$ cat src/rtl/intr_unit_pkg.sv
package intr_unit_pkg;
  localparam int DW   = 16;
  localparam int EN_W = 6;

  localparam int B_RRDY    = 3;
  localparam int B_XRDY    = 4;
  localparam int B_BUSY    = 12;
  localparam int B_RX_DMA  = 15;
  localparam int B_TX_DMA  = 7;
  localparam int B_FORCE   = 11;

  localparam logic [DW-1:0] W1C_MASK   = 16'h0027;
  localparam logic [DW-1:0] FORCE_MASK = 16'h003F;
  localparam logic [DW-1:0] DMA_MASK   = 16'h8080;
  localparam logic [DW-1:0] RDY_MASK   = 16'h0018;
  localparam logic [DW-1:0] KEEP_MASK  = ~(16'h0001 << B_BUSY);

  typedef enum logic [2:0] {
    SEL_STAT = 3'd0,
    SEL_EN   = 3'd1,
    SEL_VEC  = 3'd2,
    SEL_DMA  = 3'd3,
    SEL_TEST = 3'd4
  } reg_sel_e;
endpackage

$ cat src/rtl/intr_lowbit_enc.sv
module intr_lowbit_enc #(
  parameter int W = 16,
  localparam int IW = $clog2(W + 1)
) (
  input  logic [W-1:0]  vec,
  output logic [W-1:0]  onehot,
  output logic [IW-1:0] idx
);
  for (genvar i = 0; i < W; i++) begin : g_bit
    if (i == 0) begin : g_first
      assign onehot[i] = vec[i];
    end else begin : g_rest
      assign onehot[i] = vec[i] & ~(|vec[i-1:0]);
    end
  end

  always_comb begin
    idx = '0;
    for (int i = 0; i < W; i++) begin
      if (onehot[i]) idx = idx | IW'(i + 1);
    end
  end
endmodule

$ cat src/rtl/intr_status_reg.sv
module intr_status_reg
  import intr_unit_pkg::*;
(
  input  logic          clk,
  input  logic          rst,
  input  logic [DW-1:0] evt_set,
  input  logic [DW-1:0] clr_mask,
  input  logic [DW-1:0] set_mask,
  output logic [DW-1:0] stat_q
);
  logic [DW-1:0] evt_eff;
  logic [DW-1:0] stat_nxt;

  assign evt_eff = evt_set & KEEP_MASK;

  always_comb begin
    stat_nxt = stat_q & ~clr_mask;
    stat_nxt = stat_nxt | set_mask;
    stat_nxt = stat_nxt | evt_eff;
  end

  always_ff @(posedge clk) begin
    if (rst) stat_q <= '0;
    else     stat_q <= stat_nxt;
  end

  AST_SET_WINS: assert property (@(posedge clk) disable iff (rst)
    (|evt_eff) |=> ((stat_q & $past(evt_eff)) == $past(evt_eff)))
    else $error("set pulse lost");

  AST_CLR_TAKES: assert property (@(posedge clk) disable iff (rst)
    (|(clr_mask & ~evt_eff & ~set_mask)) |=>
      ((stat_q & $past(clr_mask & ~evt_eff & ~set_mask)) == '0))
    else $error("clear did not take");

  AST_BUSY_NOT_STORED: assert property (@(posedge clk) disable iff (rst)
    1'b1 |=> !stat_q[B_BUSY])
    else $error("busy bit stored");
endmodule

$ cat src/rtl/intr_ctrl_regs.sv
module intr_ctrl_regs
  import intr_unit_pkg::*;
#(
  parameter bit LEGACY = 1'b0,
  localparam logic [EN_W-1:0] EN_MASK = LEGACY ? 6'h1F : 6'h3F
) (
  input  logic            clk,
  input  logic            rst,
  input  logic            en_wr,
  input  logic            dma_wr,
  input  logic [EN_W-1:0] en_wdata,
  input  logic [DW-1:0]   dma_wdata,
  output logic [EN_W-1:0] en_q,
  output logic [DW-1:0]   dma_q
);
  logic [EN_W-1:0] en_nxt;
  logic [DW-1:0]   dma_nxt;

  always_comb begin
    en_nxt  = en_q;
    dma_nxt = dma_q;
    if (en_wr) en_nxt = en_wdata & EN_MASK;
    if (dma_wr) begin
      dma_nxt = dma_wdata & DMA_MASK;
      if (dma_wdata[B_RX_DMA]) en_nxt[B_RRDY] = 1'b0;
      if (dma_wdata[B_TX_DMA]) en_nxt[B_XRDY] = 1'b0;
    end
  end

  always_ff @(posedge clk) begin
    if (rst) begin
      en_q  <= '0;
      dma_q <= '0;
    end else begin
      en_q  <= en_nxt;
      dma_q <= dma_nxt;
    end
  end

  AST_RX_DMA_MASKS: assert property (@(posedge clk) disable iff (rst)
    (dma_wr && dma_wdata[B_RX_DMA]) |=> !en_q[B_RRDY])
    else $error("rx dma did not mask enable");

  AST_TX_DMA_MASKS: assert property (@(posedge clk) disable iff (rst)
    (dma_wr && dma_wdata[B_TX_DMA]) |=> !en_q[B_XRDY])
    else $error("tx dma did not mask enable");

  AST_DMA_ONLY_TWO: assert property (@(posedge clk) disable iff (rst)
    dma_wr |=> ((dma_q & ~DMA_MASK) == '0))
    else $error("dma reg stored extra bits");
endmodule

$ cat src/rtl/intr_status_unit.sv
module intr_status_unit
  import intr_unit_pkg::*;
#(
  parameter bit LEGACY = 1'b0
) (
  input  logic        clk,
  input  logic        rst,
  input  logic        bus_wr,
  input  logic        bus_rd,
  input  logic [2:0]  bus_sel,
  input  logic [15:0] bus_wdata,
  output logic [15:0] bus_rdata,
  input  logic [15:0] evt_set,
  input  logic        line_busy,
  output logic        irq_o,
  output logic        dma_rx_req,
  output logic        dma_tx_req
);
  localparam int IW = $clog2(DW + 1);

  logic [DW-1:0]   stat_q;
  logic [EN_W-1:0] en_q;
  logic [DW-1:0]   dma_q;
  logic [DW-1:0]   pend;
  logic [DW-1:0]   vec_onehot;
  logic [IW-1:0]   vec_idx;
  logic [DW-1:0]   clr_mask;
  logic [DW-1:0]   set_mask;
  logic            stat_wr, en_wr, dma_wr, test_wr, vec_rd;

  assign stat_wr = bus_wr && (bus_sel == SEL_STAT);
  assign en_wr   = bus_wr && (bus_sel == SEL_EN);
  assign dma_wr  = bus_wr && (bus_sel == SEL_DMA);
  assign test_wr = bus_wr && (bus_sel == SEL_TEST);
  assign vec_rd  = bus_rd && (bus_sel == SEL_VEC);

  assign pend = stat_q & {{(DW-EN_W){1'b0}}, en_q};

  intr_lowbit_enc #(.W(DW)) u_enc (
    .vec    (pend),
    .onehot (vec_onehot),
    .idx    (vec_idx)
  );

  if (LEGACY) begin : g_legacy
    assign clr_mask = vec_rd ? vec_onehot : '0;
    assign set_mask = '0;
  end else begin : g_newer
    assign clr_mask = stat_wr ? (bus_wdata & W1C_MASK) : '0;
    assign set_mask = (test_wr && bus_wdata[B_FORCE]) ? FORCE_MASK : '0;
  end

  intr_status_reg u_stat (
    .clk      (clk),
    .rst      (rst),
    .evt_set  (evt_set),
    .clr_mask (clr_mask),
    .set_mask (set_mask),
    .stat_q   (stat_q)
  );

  intr_ctrl_regs #(.LEGACY(LEGACY)) u_ctrl (
    .clk       (clk),
    .rst       (rst),
    .en_wr     (en_wr),
    .dma_wr    (dma_wr),
    .en_wdata  (bus_wdata[EN_W-1:0]),
    .dma_wdata (bus_wdata),
    .en_q      (en_q),
    .dma_q     (dma_q)
  );

  assign irq_o      = |pend;
  assign dma_rx_req = dma_q[B_RX_DMA] & stat_q[B_RRDY];
  assign dma_tx_req = dma_q[B_TX_DMA] & stat_q[B_XRDY];

  always_comb begin
    unique case (bus_sel)
      SEL_STAT: bus_rdata = stat_q | (DW'(line_busy) << B_BUSY);
      SEL_EN:   bus_rdata = {{(DW-EN_W){1'b0}}, en_q};
      SEL_VEC:  bus_rdata = LEGACY ? {{(DW-IW){1'b0}}, vec_idx} : '0;
      SEL_DMA:  bus_rdata = dma_q;
      default:  bus_rdata = '0;
    endcase
  end

  AST_IDLE_AFTER_RESET: assert property (@(posedge clk)
    rst |=> (!irq_o && !dma_rx_req && !dma_tx_req))
    else $error("outputs active after reset");

  AST_VEC_ONEHOT: assert property (@(posedge clk) disable iff (rst)
    $onehot0(vec_onehot))
    else $error("vector select not onehot");

  AST_RDY_NOT_W1C: assert property (@(posedge clk) disable iff (rst)
    (!LEGACY && stat_wr) |=>
      (((stat_q & RDY_MASK) & $past(stat_q & RDY_MASK)) == $past(stat_q & RDY_MASK)))
    else $error("ready flag cleared by write");
endmodule

$ cat config.mk
export PLATFORM = sky130hd
export DESIGN_NAME = intr_status_unit
export DESIGN_NICKNAME = d
export VERILOG_FILES = /design/src/rtl/intr_unit_pkg.sv /design/src/rtl/intr_lowbit_enc.sv /design/src/rtl/intr_status_reg.sv /design/src/rtl/intr_ctrl_regs.sv /design/src/rtl/intr_status_unit.sv
export SDC_FILE = /design/constraint.sdc
export NUM_CORES = 1
export LEC_CHECK = 0
export ABC_AREA = 1
export BUFFER_PORTS_ARGS = -buffer_cell sky130_fd_sc_hd__buf_4
export CAP_MARGIN = 40
export CORE_MARGIN = 2
export CORE_UTILIZATION = 45
export CTS_BUF_LIST = sky130_fd_sc_hd__clkbuf_4
export CTS_CLUSTER_DIAMETER = 80
export DETAILED_ROUTE_END_ITERATION = 10
export PLACE_DENSITY_LB_ADDON = 0.05
export SLEW_MARGIN = 20
export SYNTH_ARGS = -nofsm -noshare
export SYNTH_HDL_FRONTEND = slang
export SYNTH_SLANG_ARGS = --single-unit
$ cat constraint.sdc
create_clock -name clk -period 0.9 [get_ports clk]
set_clock_uncertainty 0.05 [all_clocks]
set_input_delay 0.045 -clock clk [delete_from_list [all_inputs] [get_ports clk]]
set_output_delay 0.045 -clock clk [all_outputs]
set_load 0.01 [all_outputs]
==> metrics.txt, run 1 <==
std cell rows=17; port bufs=49; DIE HEIGHT=52.7 microns; Critical Path Sink=irq_o; non-filler instance count after layout=288; Placed Instances=256; Compound-Gate Fraction of Synth Area=0.0831; via count=1737; fin crit period=1.34 ns; Starting Density=0.478; Slew Viols, Final=0; largest net degree at the start of global routing=14; status=finished with violations; initial antenna violation count=1; crit path from=u_ctrl.en_q[3]; top cell type's share of synthesized area=0.431; vias in the first global route=1487; r2r endpoint=u_stat.stat_q[3]; main combinational cell family by area after synthesis=simple AND/OR/NAND/NOR gates; Slew @ Worst Pin=0.350 ns; CTS Buffer Depth=2; Worst-path clk slew=0.15 ns; Mapped Nets=208; WL per Instance=21.4 microns; number of vias per cell=6.03; power density cells=1110 nW/um^2; Tightest Hold Check Type=input pin to flip-flop; pre-CTS setup slack=-0.148 ns; final setup margin=-0.442 ns; Worst Path Required=0.81 ns; Post-Syn Instances=168; clk_lat worst skew=0.33 ns; Synth area leader=dfxtp_1; Top Family by Delay on Critical Path=flip-flops; Ports=59; commonest non-fill, non-tap cell in the layout=buf_4; most frequent cells in the layout=buf_4 (54), nor2_1 (33), nand2_1 (28); hold_ws=0.0107 ns; crit-path max cell delay=0.36 ns; initial drt markers=77; Final setup viols=28; Clk pwr share=0.235; simple-gate share of the synthesized area=0.363; drt pass-1 iters=6; Logic pwr share=0.264; Critical-path top delay cell=dfxtp_2; Setup TNS=-4.10 ns; failing checks=negative setup slack; Crit. End Element=primary output; All-Layer GR Usage=0.322; relative max-transition margin=0.766; die area=2780 sq um; MaxCap Viol Count=0; CP Launch Type=flip-flop; sequential share of the synthesized area=0.431; GPL Wtd Cong=0.895; Critical Path, Cell by Cell=inv_2, o22ai_2, nor2_1, nand3_1, buf_4; CTS buffer count=3; Routed WL=6180 microns; r2r setup slk=-0.02 ns; post-synthesis area per instance=6.36 sq um; reg2reg start=u_stat.stat_q[3]; Post-Synth XOR/XNOR Area=0; Clock Sinks=23; CTS tree=yes; leakage=1.03 nW; core area=2230 sq um; Stages on worst setup path=5; worst vdd ir=1.01 mV; Final ANT Viol Nets=0; total net switching power=0.000725 W; Area Growth Syn to Fin=92.0%; Switching Share=0.317; warnings from Yosys=0; CP arrival=1.25 ns; cell area after synthesis=1070 sq um; synth unique cells=15; Clock Tree Root=clkbuf_4; Synth Area in Adders=0; chip width=52.7 microns; mux contribution to synthesized area=0; Final period util=1.49; H-tree depth=1; Final HPWL DP=2290 microns; unrepaired setup endpoints after global routing=yes; Yosys reg bits=23; Buf/Inv on CP=2; share of layout cells above drive strength 1=0.533; Seq pwr share=0.501; final hold vios=0; Setup Crit Path Kind=flip-flop to primary output; Residual DRC=0; fin nets=300; worst r2r path cells=4; first-pass GRT wire length=6400 microns; Internal Power=0.00156 W; Fmax achieved=745 MHz; CP Max Fanout=2; Remaining Overflow, GRT=0; synth top area cells=dfxtp_1 (43%), nand2_1 (14%), nor2_1 (13%)
-- power by group through the flow --
stage               Sequential (W)  Clock, W  Combinational [W]
floorplan                  0.00113         0           0.000156
global placement           0.00113         0           0.000363
detailed placement         0.00113         0           0.000377
CTS                        0.00113  0.000507           0.000485
global route               0.00115  0.000579           0.000630
finish                     0.00115  0.000537           0.000605
-- through the flow --
| step | total power (W) | utilization | cell area [sq um] |
|---|---|---|---|
| global placement | 0.00149 | 0.706 | 1580 |
| finish | 0.00229 | 0.919 | 2050 |
| CTS | 0.00212 | 0.872 | 1950 |
| global route | 0.00236 | 0.919 | 2050 |
| floorplan | 0.00128 | - | 1070 |
| detailed placement | 0.00151 | 0.706 | 1580 |
-- repair_timing --
action | CTS | global route
hold buffers | 23 | 0
pin swaps | 21 | 11
setup endpoints to repair | 19 | 19
resized for setup | 44 | 35
setup buffers | 1 | 4
endpoints found under the hold margin | 23 | 0
-- kinds of logic after synthesis --
kind of cell           after synthesis
buffers and inverters               34
and+or+nand+nor                     94
AOI/OAI and AO/OA                   17
DFF                                 23
-- registers in the layout (all words and copies together), names as in the netlist --
signal,count
u_ctrl.dma_q,2
u_stat.stat_q,15
u_ctrl.en_q,6
-- Yosys cell counts --
library cell,count
a21oi_1,10
buf_1,1
buf_2,3
dfxtp_1,23
inv_1,29
inv_2,1
nand2_1,39
nand2_2,1
nand3_1,9
nand3_2,1
nand4_1,4
nor2_1,38
nor2_2,2
o21ai_0,4
o22ai_1,3
-- worst register-to-register path: stages, from the launching register on --
cell	delay [ns]
dfxtp_2	0.37
buf_6	0.12
buf_4	0.13
nor2_4	0.09
a21oi_2	0.07
-- cell type report --
class | instances | area (sq um)
clock buffers | 3 | 22.5
diodes | 1 | 2.50
repair buffers | 91 | 802
fillers | 85 | 181
multi-input cells | 111 | 577
flip-flops and latches | 23 | 492
clock inverters | 1 | 5.00
well taps | 28 | 35.0
inverters | 30 | 116
-- how the worst min path moves through the flow --
stage                     cells past startpoint                 to  slack [ns]        start
after floorplan                               2  u_stat.stat_q[10]        0.11  evt_set[10]
after global placement                        3  u_stat.stat_q[11]        0.20  evt_set[11]
after detailed placement                      3  u_stat.stat_q[11]        0.21  evt_set[11]
after CTS                                     4     u_ctrl.en_q[3]        0.02          rst
after global routing                          5   u_stat.stat_q[5]       -0.01   evt_set[5]
final                                         5   u_stat.stat_q[5]        0.01   evt_set[5]
-- metal layers --
metal,vias up,global-route usage,share of wire
met5,-,0,0
met1,778,0.336,0.33
met2,184,0.600,0.46
met3,78,0.0314,0.10
li1,697,-,-
met4,0,0.214,0.11
Note: power is estimated with default switching activity, not from simulation.
==> run 2, diff against run 1 <==
Settings changed: ABC_AREA 1 to 0.
==> run 2 against run 1 <==
Net effect: the run still ends with negative setup slack left; register-to-register slack gained 0.02 ns; via count down 31%; area after synthesis fell by 3.2%; cell count decreased by 17%; sequential share of layout area increased by 1.4 points; die area shrank 2.9%; maximum frequency increased by 11%; critical path type unchanged.
==> metrics.txt, run 2 <==
status=finished with violations; failing checks=negative setup slack; Slew @ Worst Pin=0.267 ns (-0.0832 ns); Critical-path top delay cell=dfxtp_2; min-delay src=rst; hold_ws=0.00524 ns (-0.00543 ns); core area=2190 sq um (-1.9%); Largest register FFs=15 (unchanged); Post-synth EDFFs=0 (unchanged); fin crit period=1.20 ns (-0.137 ns); reg2reg start=u_stat.stat_q[4]; Logic pwr share=0.234 (-0.030); crit path from=u_ctrl.en_q[2]; Final ANT Viol Nets=0 (unchanged); first-pass GRT wire length=5000 microns (-22%); Final HPWL DP=2020 microns (-12%); vias in the first global route=1113 (-25%); Area Growth Syn to Fin=85.9%; final setup margin=-0.305 ns (+0.137 ns); port bufs=49 (unchanged); All-Layer GR Usage=0.259 (-0.0636); Internal Power=0.00156 W (-0.45%); worst vdd ir=0.927 mV (-8.3%); Residual DRC=0 (unchanged); CP arrival=1.11 ns (-0.14 ns); Seq pwr share=0.532 (+0.031); clk_lat worst skew=0.31 ns (-0.02 ns); Mapped Nets=165 (-21%); initial drt markers=39 (-49%); Largest Register=u_stat.stat_q; warnings from Yosys=0 (unchanged); Hold Crit Endpoint=u_ctrl.en_q[1]; Post-Syn Instances=125 (-26%); die area=2700 sq um (-2.9%); post-synthesis area per instance=8.28 sq um (+30%); Worst Path Required=0.81 ns (about the same); Tightest Hold Check Type=input pin to flip-flop; Setup Crit Path Kind=flip-flop to primary output; relative max-transition margin=0.822 (+0.0562); synth unique cells=20 (+5); total net switching power=0.000564 W (-22%); Slew Viols, Final=0 (unchanged); most frequent cell after synthesis=nor2_1; Clock Sinks=23 (unchanged); Crit. End Element=primary output; crit-path max cell delay=0.36 ns (about the same); GPL Wtd Cong=0.804 (-10%); Setup TNS=-2.99 ns (+1.10 ns); # diodes=0 (-1); Remaining Overflow, GRT=0 (unchanged); unrepaired setup endpoints after global routing=yes; sequential share of the synthesized area=0.445 (+0.0141); final hold vios=0 (unchanged); Fmax achieved=830 MHz (+11%); Clk pwr share=0.234 (about the same); WL per Instance=14.6 microns (-32%); Critical Path, Cell by Cell=a22oi_2, nand3_1, buf_6; synth top area cells=dfxtp_1 (44%), mux2i_1 (14%), nor2_1 (13%); largest net degree at the start of global routing=24 (+10); Async S/R FF share, synth=0 (unchanged); initial antenna violation count=0 (-1); Clock Tree Root=clkbuf_4; Worst-path clk slew=0.13 ns (-0.02 ns); number of vias per cell=4.99 (-17%); cell area after synthesis=1030 sq um (-3.2%); Fillers=109 (+28%); CTS tree=yes; std cell rows=17 (unchanged); Hold Path Cell Cnt=2 (-3); Yosys reg bits=23 (unchanged); r2r setup slk=0 ns (+0.02 ns); Final period util=1.34 (-0.153); leakage=0.912 nW (-11%); biggest regs=u_stat.stat_q: 15 flops, u_ctrl.en_q: 6 flops, u_ctrl.dma_q: 2 flops; CTS buffer count=3 (unchanged); Final setup viols=18 (-36%); commonest cells in the netlist=nor2_1 (35), dfxtp_1 (23), mux2i_1 (14); CP Launch Type=flip-flop; via count=1193 (-31%); commonest non-fill, non-tap cell in the layout=buf_4; drt pass-1 iters=4 (-2); Sequential cell area=488 sq um (-0.76%); power density cells=1100 nW/um^2 (-1.1%); Ports=59 (unchanged); Switching Share=0.266 (-0.0508); most frequent cells in the layout=buf_4 (49), nor2_1 (35), dlygate4sd3_1 (23); H-tree depth=1 (unchanged); Primary FF master, synth=dfxtp_1; CTS Buffer Depth=2 (unchanged); top cell type's share of synthesized area=0.445 (+0.0141); DIE HEIGHT=52.0 microns (-1.5%); share of layout cells above drive strength 1=0.521 (-0.0115); area of the multi-input gates=564 sq um (-2.2%); CP Max Fanout=3 (+1); worst r2r path cells=4 (unchanged); r2r endpoint=u_stat.stat_q[4]; fin nets=252 (-16%); chip width=52.0 microns (-1.5%); MaxCap Viol Count=0 (unchanged); Routed WL=3500 microns (-43%); Synth area leader=dfxtp_1; Starting Density=0.472 (-0.00613)
[run 2: logic make-up after synthesis]
logic type / synth area share
compound gates: 0.0846
buf+inv: 0.0653
mux: 0.135
simple gates: 0.270
flops: 0.445
[run 2: layer usage]
metal,vias to the layer above,track usage,share of wire
met5,-,0,0
met1,553,0.278,0.39
li1,582,-,-
met2,50,0.481,0.54
met3,8,0.0489,0.047
met4,0,0.118,0.017
[run 2: metrics by stage]
step                total power, W  utilization  worst slack, ns  cell area [sq um]  instances
floorplan                  0.00127            -          -0.0629               1040        125
global route               0.00222        0.878           -0.376               1920        239
CTS                        0.00205        0.847           -0.286               1860        232
finish                     0.00212        0.878           -0.305               1920        239
detailed placement         0.00147        0.672           -0.249               1470        205
global placement           0.00145        0.672           -0.214               1470        205
[run 2: layout make-up]
class / count / area share
multi-input cells: 87 / 0.293
clock inverters: 1 / 0.00260
inverters: 10 / 0.0195
repair buffers: 87 / 0.401
clock buffers: 3 / 0.0117
well taps: 28 / 0.0182
flip-flops and latches: 23 / 0.254
[run 2: timing repair]
item                                   in CTS  in global routing
setup endpoints to repair                  19                 19
gates resized for setup                    50                  4
buffers inserted                            3                  6
gates cloned                                0                  0
pin swaps                                   6                  6
hold buffers                               22                  1
endpoints found under the hold margin      23                  1
[run 2: critical path, delay by kind of cell, from the launching register on]
family | cells | cell delay, ns
simple gates | 1 | 0.11
buf+inv | 1 | 0.13
compound gates | 1 | 0.19
flops | 1 | 0.36
[run 2: worst max path at each step]
stage,slack [ns],to,depth (start not counted)
floorplan,-0.06,u_stat.stat_q[5],3
global placement,-0.21,u_stat.stat_q[2],4
detailed placement,-0.25,u_stat.stat_q[0],4
CTS,-0.29,irq_o,3
global route,-0.38,irq_o,3
finish,-0.30,irq_o,3
[run 2: power by group through the flow]
| stage | registers (W) | clock network [W] | logic (W) |
|---|---|---|---|
| 2_1_floorplan | 0.00112 | 0 | 0.000147 |
| 3_3_place_gp | 0.00113 | 0 | 0.000323 |
| 3_5_place_dp | 0.00113 | 0 | 0.000335 |
| 4_1_cts | 0.00112 | 0.000480 | 0.000444 |
| 5_1_grt | 0.00113 | 0.000557 | 0.000527 |
| 6_report | 0.00113 | 0.000496 | 0.000495 |
